[src/rtl/tmr_pkg.sv]
package tmr_pkg;

  localparam int BYTE_W = 8;
  localparam int CNT_W  = 2 * BYTE_W;

  typedef enum logic [1:0] {
    ACC_LATCH = 2'd0,
    ACC_LO    = 2'd1,
    ACC_HI    = 2'd2,
    ACC_WORD  = 2'd3
  } acc_e;

  // Counting modes above 5 alias onto 2 and 3.
  function automatic logic [2:0] fold_mode(input logic [2:0] m);
    return (m > 3'd5) ? (m - 3'd4) : m;
  endfunction

  function automatic logic [BYTE_W-1:0] pack_status(input logic out_lvl,
                                                    input logic [1:0] acc,
                                                    input logic [2:0] mode,
                                                    input logic bcd);
    return {out_lvl, 1'b0, acc, mode, bcd};
  endfunction

  // Count produced by a single-byte write.
  function automatic logic [CNT_W-1:0] single_load(input logic [1:0] acc,
                                                   input logic [BYTE_W-1:0] b);
    return (acc == ACC_HI) ? {b, {BYTE_W{1'b0}}} : {{BYTE_W{1'b0}}, b};
  endfunction

endpackage

[src/rtl/tmr_cmd_decode.sv]
module tmr_cmd_decode
  import tmr_pkg::*;
#(
  parameter int NUM_CH = 3
) (
  input  logic              wr_en,
  input  logic              rd_en,
  input  logic [1:0]        addr,
  input  logic [BYTE_W-1:0] wdata,
  output logic [NUM_CH-1:0] prog,
  output logic [NUM_CH-1:0] snap_cnt,
  output logic [NUM_CH-1:0] snap_sts,
  output logic [NUM_CH-1:0] data_wr,
  output logic [NUM_CH-1:0] data_rd,
  output logic              ctrl_rd
);
  localparam logic [1:0] CTRL_ADDR = 2'd3;

  logic is_ctrl;
  assign is_ctrl = (addr == CTRL_ADDR);

  always_comb begin
    prog     = '0;
    snap_cnt = '0;
    snap_sts = '0;
    data_wr  = '0;
    data_rd  = '0;
    ctrl_rd  = rd_en && !wr_en && is_ctrl;
    if (wr_en && is_ctrl) begin
      if (wdata[7:6] == 2'd3) begin
        for (int n = 0; n < NUM_CH; n++) begin
          if (wdata[1+n]) begin
            snap_cnt[n] = !wdata[5];
            snap_sts[n] = !wdata[4];
          end
        end
      end else begin
        for (int n = 0; n < NUM_CH; n++) begin
          if (wdata[7:6] == n[1:0]) begin
            if (wdata[5:4] == ACC_LATCH) snap_cnt[n] = 1'b1;
            else                         prog[n]     = 1'b1;
          end
        end
      end
    end else begin
      for (int n = 0; n < NUM_CH; n++) begin
        if (addr == n[1:0]) begin
          data_wr[n] = wr_en;
          data_rd[n] = rd_en && !wr_en;
        end
      end
    end
  end
endmodule

[src/rtl/tmr_chan_port.sv]
module tmr_chan_port
  import tmr_pkg::*;
(
  input  logic              clk,
  input  logic              rst_n,
  input  logic              prog,
  input  logic              snap_cnt,
  input  logic              snap_sts,
  input  logic              data_wr,
  input  logic              data_rd,
  input  logic [BYTE_W-1:0] wdata,
  input  logic [CNT_W-1:0]  live_cnt,
  input  logic              live_out,
  output logic [BYTE_W-1:0] rd_byte,
  output logic              load_strb,
  output logic [CNT_W-1:0]  load_val,
  output logic [1:0]        acc,
  output logic [2:0]        mode,
  output logic              bcd
);
  logic              wr_hi_q;   // next write byte is the high byte
  logic              rd_hi_q;   // next live read is the high byte
  logic [BYTE_W-1:0] hold_q;
  logic              sts_pend_q;
  logic [BYTE_W-1:0] sts_q;
  logic [1:0]        snap_st_q; // 0 none, else access order of the snapshot
  logic [CNT_W-1:0]  snap_q;

  logic [BYTE_W-1:0] live_byte;
  always_comb begin
    case (acc)
      ACC_HI:   live_byte = live_cnt[CNT_W-1:BYTE_W];
      ACC_WORD: live_byte = rd_hi_q ? live_cnt[CNT_W-1:BYTE_W]
                                    : live_cnt[BYTE_W-1:0];
      default:  live_byte = live_cnt[BYTE_W-1:0];
    endcase
  end

  always_comb begin
    if (sts_pend_q)                rd_byte = sts_q;
    else if (snap_st_q == ACC_HI)  rd_byte = snap_q[CNT_W-1:BYTE_W];
    else if (snap_st_q != 2'd0)    rd_byte = snap_q[BYTE_W-1:0];
    else                           rd_byte = live_byte;
  end

  always_ff @(posedge clk) begin
    if (!rst_n) begin
      acc        <= ACC_WORD;
      mode       <= 3'd0;
      bcd        <= 1'b0;
      wr_hi_q    <= 1'b0;
      rd_hi_q    <= 1'b0;
      hold_q     <= '0;
      load_strb  <= 1'b0;
      load_val   <= '0;
      sts_pend_q <= 1'b0;
      sts_q      <= '0;
      snap_st_q  <= 2'd0;
      snap_q     <= '0;
    end else begin
      load_strb <= 1'b0;
      if (prog) begin
        acc     <= wdata[5:4];
        mode    <= fold_mode(wdata[3:1]);
        bcd     <= wdata[0];
        wr_hi_q <= 1'b0;
        rd_hi_q <= 1'b0;
      end
      if (data_wr) begin
        if (acc != ACC_WORD) begin
          load_strb <= 1'b1;
          load_val  <= single_load(acc, wdata);
        end else if (!wr_hi_q) begin
          hold_q  <= wdata;
          wr_hi_q <= 1'b1;
        end else begin
          load_strb <= 1'b1;
          load_val  <= {wdata, hold_q};
          wr_hi_q   <= 1'b0;
        end
      end
      if (snap_cnt && snap_st_q == 2'd0) begin
        snap_q    <= live_cnt;
        snap_st_q <= acc;
      end
      if (snap_sts && !sts_pend_q) begin
        sts_q      <= pack_status(live_out, acc, mode, bcd);
        sts_pend_q <= 1'b1;
      end
      if (data_rd) begin
        if (sts_pend_q)                 sts_pend_q <= 1'b0;
        else if (snap_st_q == ACC_WORD) snap_st_q  <= ACC_HI;
        else if (snap_st_q != 2'd0)     snap_st_q  <= 2'd0;
        else if (acc == ACC_WORD)       rd_hi_q    <= ~rd_hi_q;
      end
    end
  end
endmodule

[src/rtl/tmr_read_mux.sv]
module tmr_read_mux
  import tmr_pkg::*;
#(
  parameter int NUM_CH = 3
) (
  input  logic                     clk,
  input  logic                     rst_n,
  input  logic                     rd_take,
  input  logic [1:0]               addr,
  input  logic [NUM_CH*BYTE_W-1:0] bytes_in,
  output logic [BYTE_W-1:0]        rdata
);
  logic [BYTE_W-1:0] pick;
  always_comb begin
    pick = '0;
    for (int n = 0; n < NUM_CH; n++) begin
      if (addr == n[1:0]) pick = bytes_in[n*BYTE_W +: BYTE_W];
    end
  end

  always_ff @(posedge clk) begin
    if (!rst_n)       rdata <= '0;
    else if (rd_take) rdata <= pick;
  end
endmodule

[src/rtl/tmr_host_if.sv]
module tmr_host_if
  import tmr_pkg::*;
#(
  parameter int NUM_CH = 3,
  localparam int CW = CNT_W,
  localparam int BW = BYTE_W
) (
  input  logic                 clk,
  input  logic                 rst_n,
  input  logic                 wr_en,
  input  logic                 rd_en,
  input  logic [1:0]           addr,
  input  logic [BW-1:0]        wdata,
  output logic [BW-1:0]        rdata,
  input  logic [NUM_CH*CW-1:0] live_cnt,
  input  logic [NUM_CH-1:0]    live_out,
  output logic [NUM_CH-1:0]    load_strb,
  output logic [NUM_CH*CW-1:0] load_val,
  output logic [NUM_CH*3-1:0]  cfg_mode,
  output logic [NUM_CH-1:0]    cfg_bcd
);
  logic [NUM_CH-1:0]    prog, snap_cnt, snap_sts, data_wr, data_rd;
  logic                 ctrl_rd;
  logic [NUM_CH*BW-1:0] byte_all;
  logic [NUM_CH*2-1:0]  acc_w;
  logic                 rd_take;

  tmr_cmd_decode #(.NUM_CH(NUM_CH)) u_dec (
    .wr_en(wr_en), .rd_en(rd_en), .addr(addr), .wdata(wdata),
    .prog(prog), .snap_cnt(snap_cnt), .snap_sts(snap_sts),
    .data_wr(data_wr), .data_rd(data_rd), .ctrl_rd(ctrl_rd)
  );

  for (genvar g = 0; g < NUM_CH; g++) begin : g_ch
    tmr_chan_port u_ch (
      .clk(clk), .rst_n(rst_n),
      .prog(prog[g]), .snap_cnt(snap_cnt[g]), .snap_sts(snap_sts[g]),
      .data_wr(data_wr[g]), .data_rd(data_rd[g]), .wdata(wdata),
      .live_cnt(live_cnt[g*CW +: CW]), .live_out(live_out[g]),
      .rd_byte(byte_all[g*BW +: BW]),
      .load_strb(load_strb[g]), .load_val(load_val[g*CW +: CW]),
      .acc(acc_w[g*2 +: 2]), .mode(cfg_mode[g*3 +: 3]), .bcd(cfg_bcd[g])
    );
  end

  // Control-port reads select nothing, so the mux returns zero for them.
  assign rd_take = (|data_rd) || ctrl_rd;

  tmr_read_mux #(.NUM_CH(NUM_CH)) u_rmux (
    .clk(clk), .rst_n(rst_n), .rd_take(rd_take), .addr(addr),
    .bytes_in(byte_all), .rdata(rdata)
  );
endmodule

[config.mk]
export PLATFORM = sky130hd
export DESIGN_NAME = tmr_host_if
export DESIGN_NICKNAME = d
export VERILOG_FILES = /design/src/rtl/tmr_pkg.sv /design/src/rtl/tmr_cmd_decode.sv /design/src/rtl/tmr_chan_port.sv /design/src/rtl/tmr_read_mux.sv /design/src/rtl/tmr_host_if.sv
export SDC_FILE = /design/constraint.sdc
export NUM_CORES = 1
export LEC_CHECK = 0
export BUFFER_PORTS_ARGS = -buffer_cell sky130_fd_sc_hd__buf_4
export CAP_MARGIN = 20
export CORE_ASPECT_RATIO = 2
export CORE_UTILIZATION = 46
export CTS_BUF_LIST = sky130_fd_sc_hd__clkbuf_16
export DETAILED_ROUTE_END_ITERATION = 8
export PLACE_DENSITY = 0.67
export SETUP_SLACK_MARGIN = 0.1
export SYNTH_ARGS = -nofsm -noshare
export SYNTH_HDL_FRONTEND = slang
export SYNTH_HIERARCHICAL = 1
export SYNTH_SLANG_ARGS = --single-unit
[constraint.sdc]
create_clock -name clk -period 2.1 [get_ports clk]
set_input_delay 0.105 -clock clk [delete_from_list [all_inputs] [get_ports clk]]
set_output_delay 0.105 -clock clk [all_outputs]
set_load 0.01 [all_outputs]
==> flow_results.org <==
** Layout
- The number of antenna diodes in the final layout is 0.
- The net count of the finished layout is ~1300.
- The post-route netlist has 18.75% of its cells at a drive strength greater than 1.
- Once layout is complete, the utilization of the core stands at between 50% and 60%.
- Layout overhead on the synthesized area :: 26.75%
- Number of fillers in the final layout :: 1695
- The library cells used most frequently in the layout, excluding fill and tap cells, are nand2_1 (221), dfxtp_1 (185), buf_4 (173).
- Most frequent standard cell in the layout excluding fill and tap cells :: nand2_1
- After routing the design area is 0.01103 mm².

** Worst setup path
- Top fanout value on the critical path :: 8
- Required time at the worst-slack endpoint :: 2470 ps
- Critical path launch point type :: register
- Among all stages on the critical path, the largest delay is contributed by dfxtp_1.
- Critical path class :: reg2reg
- The signal on the critical path passes through inv_2 > o21a_1 > mux2_4 > a21oi_1 > mux2i_1 > or2_1 > a31oi_1.
- At the worst endpoint, the arrival time is between 2000 and 2500 ps.
- In this design, the stage delay of the slowest critical-path cell is 410 ps.
- Instance count on the critical path :: 7
- Combined buffer and inverter count along the critical path :: 1
- Category of the worst setup path capture point :: register
- The cell family contributing the most delay on the critical path is compound AO/OA/AOI/OAI gates.
- Depth of the most critical reg-to-reg path :: 7

** Yosys
- The synthesized netlist devotes 21.41% of its cell area to compound gates.
- After Yosys synthesis, full adders, half adders and majority gates account for 0% of the synthesized area.
- XOR/XNOR share of the synthesized area :: 0%
- Of the post-synthesis cell area, the part taken by muxes is 3.508%.
- The number of different library cells used by synthesis comes to 49.
- Area of the mapped netlist :: 0.008703 mm²
- Count of warnings emitted by yosys :: 6
- Mapped Avg Cell Area :: 8.305 µm²
- The number of nets handed over by synthesis was 1113.
- Simple-gate share of the synthesized area :: 26.62%
- Main combinational cell family by area after synthesis :: simple AND/OR/NAND/NOR gates
- In this run, synthesis produced a sequential element count of between 150 and 200.
- In the synthesized netlist, the number of instances is about 1000.
- Sequential elements use between 40% and 50% of the synthesized area.

** Timing
- Peak Freq :: 549.7 MHz
- Across the routed clock network, the largest skew measured is 16.88 ps.
- Final period demand of the worst path :: 1819 ps
- The max-slew violation count is 0.
- For the final routed database, the setup TNS stands at 0 ps.
- Post-Route Hold Slack :: 15.74 ps
- For the pin with the worst max-slew slack, the measured transition is 739.4 ps.
- Final number of hold-violating endpoints :: 0
- After layout, the worst path uses 86.63% of the clock period.
- Setup violations remaining at the end of the flow were counted as 0.
- RSZ-0062 raised after global routing :: yes
- In this run the tightest slew margin relative to its limit is 50.01%.

** Clock network
- Clock-pin slew was measured on the worst setup and hold paths at 80 ps.
- Post-CTS setup repair buffer count :: 0
- The H-tree was split into 4 levels.
- Clock latency at the later pin of the worst-skew pair :: between 400 and 500 ps
- No sink is reached through more buffers than the 2 on the longest clock path.
- TritonCTS built the clock tree.
- Inserted Clock Buffers :: 17
- Number of sinks handled by clock tree synthesis :: about 190
- Cell at the root of the clock tree :: clkbuf_16

** Power and ir drop
- Static power due to leakage :: a little over 4 nW
- Int Power :: 5.647 mW
- In this run the power density over the cells is 692.8 mW/mm².
- Combinational logic is responsible for about a tenth of the overall power.
- Power share of the clock group :: between 40 and 50%
- Max IR drop VDD :: ~0.41 mV
- Fraction of power spent switching nets :: 26.11%
- The analysis attributes to net switching a power of between 1.5 and 2 mW.
- Sequential cells burn 47.3% of the power.

** Global route
- Largest net degree at the start of global routing :: 69
- Global routing finished with a remaining overflow of 0.
- Initial antenna violation count :: 0
- Vias in the first global route :: 7714
- Tot GR Track Use :: 25.81%
- Wire length of the first global-routing pass :: 39.69 mm

** Floorplanning
- Initial core utilization :: 47.32%
- The core region is between 0.015 and 0.02 mm².
- Count of boundary I/O pins :: between 100 and 150
- Row generation in the floorplan step produced 70 rows.
- DIE WIDTH :: 99.27 µm
- The die is between 150 and 200 µm tall.
- Die Footprint :: 0.01951 mm²

** Place
- Placed inst area :: ~0.0099 mm²
- Routability-driven placement finished with a final weighted congestion of 0.8442.
- Input and output buffers added on the ports amount to about 140.
- Placed wire-length estimate :: 17.14 mm

** Routing
- Residual DRC :: 0
- DR pass1 iterations :: 5
- The final layout contains routed wiring with a total length of 24.45 mm.
- Once detail routing completed, the nets flagged for antenna violations numbered 0.
- Wirelength per Cell :: around 17 µm
- For this block, the via count after detailed routing is 7972.
- First DRT Iteration DRCs :: ~320
- Vias per Instance :: 5.506

** Flow run
- Across the run, the number of max-cap violations was 0.

** Status
- Outcome :: completed

** Min path
- The worst hold path was traced through 3 stages.
- Type of the tightest min-delay check :: in2reg
==> worst paths after layout <==
check                           slack [ps]                                      to                              startpoint
worst min register to register         450  g_ch[2].u_ch/load_val[14]$_SDFFE_PN0P_  g_ch[2].u_ch/load_val[14]$_SDFFE_PN0P_
worst max-delay path                   280            u_rmux/rdata[7]$_SDFFE_PN0P_        g_ch[0].u_ch/acc[0]$_SDFFE_PN1P_
worst min-delay path                    20   g_ch[2].u_ch/load_val[9]$_SDFFE_PN0P_                                wdata[1]
worst max register to register         280            u_rmux/rdata[7]$_SDFFE_PN0P_        g_ch[0].u_ch/acc[0]$_SDFFE_PN1P_
==> what timing repair did <==
item                                    CTS  global route
hold buffers                             51             0
hold endpoints to repair                 51             0
resized for setup                         0             2
endpoints found under the setup margin    0             4
==> synth_stat cells (all sizes together) <==
| cell | number | area [µm²] |
|---|---|---|
| a211oi | 25 | 187.7 |
| or2 | 10 | 62.56 |
| nand2 | 224 | 848.3 |
| o211ai | 6 | 45.04 |
| or3 | 1 | 6.260 |
| nor3b | 28 | 244.0 |
| a21oi | 24 | 120.1 |
| and4b | 1 | 10.01 |
| mux2 | 3 | 45.04 |
| o21ai | 23 | 148.9 |
| a31oi | 8 | 50.05 |
| nor2b | 37 | 231.5 |
| nand3b | 7 | 52.55 |
| a2111oi | 2 | 30.03 |
| nor4b | 1 | 8.760 |
| inv | 32 | 120.1 |
| clkbuf | 31 | 117.6 |
| a21boi | 102 | 765.7 |
| nand3 | 62 | 310.3 |
| nor2 | 61 | 251.5 |
| o2111ai | 1 | 8.760 |
| and3b | 1 | 8.760 |
| buf | 42 | 265.3 |
| o21a | 12 | 90.09 |
| a221oi | 24 | 210.2 |
| nor3 | 6 | 30.03 |
| dfxtp | 185 | 3704 |
| nor4 | 3 | 37.54 |
| a22oi | 3 | 22.52 |
| and2 | 18 | 112.6 |
| mux2i | 26 | 260.3 |
| clkinv | 3 | 11.26 |
| or4 | 1 | 7.510 |
| a22o | 3 | 26.28 |
| nand2b | 12 | 75.07 |
| a32oi | 18 | 157.7 |
| nor4bb | 2 | 20.02 |
==> stage by stage <==
step	setup slack (ps)	cells	total power [mW]
finish	280.9	1448	7.643
global route	95.78	1448	7.911
CTS	235.7	1448	7.689
detailed placement	238.0	1365	4.367
global placement	292.9	1365	4.360
floorplan	477.6	1048	4.049
==> cell type report <==
cell class,count,area (µm²),area share (%)
repair buffers,225,1829,16.58
clock inverters,15,178.9,1.622
flip-flops and latches,185,3704,33.57
multi-input cells,755,4493,40.73
clock buffers,17,425.4,3.856
inverters,35,131.4,1.191
well taps,216,270.3,2.450
==> state kept, by name, indices dropped and copies added (netlist names) <==
| name | cells |
|---|---|
| g_ch.u_ch/mode | 9 |
| g_ch.u_ch/bcd | 3 |
| g_ch.u_ch/sts_pend_q | 3 |
| g_ch.u_ch/snap_q | 48 |
| g_ch.u_ch/sts_q | 21 |
| u_rmux/rdata | 8 |
| g_ch.u_ch/rd_hi_q | 3 |
| g_ch.u_ch/wr_hi_q | 3 |
| g_ch.u_ch/hold_q | 24 |
| g_ch.u_ch/snap_st_q | 6 |
| g_ch.u_ch/acc | 6 |
| g_ch.u_ch/load_strb | 3 |
| g_ch.u_ch/load_val | 48 |
==> kinds of logic after synthesis <==
| family | Yosys count |
|---|---|
| flip-flops | 185 |
| AO/OA/AOI/OAI | 251 |
| multiplexers | 29 |
| AND/OR/NAND/NOR | 475 |
| buffers and inverters | 108 |
==> per-layer routing <==
| layer | wire (µm) | up-vias | global-route usage [%] |
|---|---|---|---|
| met5 | 0 | - | 0 |
| met4 | 933 | 0 | 12.85 |
| met3 | 809 | 48 | 2.837 |
| met2 | 13130 | 183 | 48.20 |
| met1 | 9576 | 3791 | 28.33 |
| li1 | - | 3950 | - |
==> power by group through the flow <==
| stage | clock network [mW] | logic [mW] | registers, mW |
|---|---|---|---|
| after floorplan | 0 | 0.354 | 3.70 |
| after CTS | 3.33 | 0.745 | 3.62 |
| after detailed placement | 0 | 0.668 | 3.70 |
| after global routing | 3.48 | 0.811 | 3.62 |
| after global placement | 0 | 0.663 | 3.70 |
| final | 3.28 | 0.745 | 3.62 |
==> tightest hold or removal path: cells and delay by family <==
family | cells | cell delay [ps]
compound gates | 1 | 70
buf+inv | 1 | 150
simple gates | 1 | 80
(Power assumes the default switching activity.)
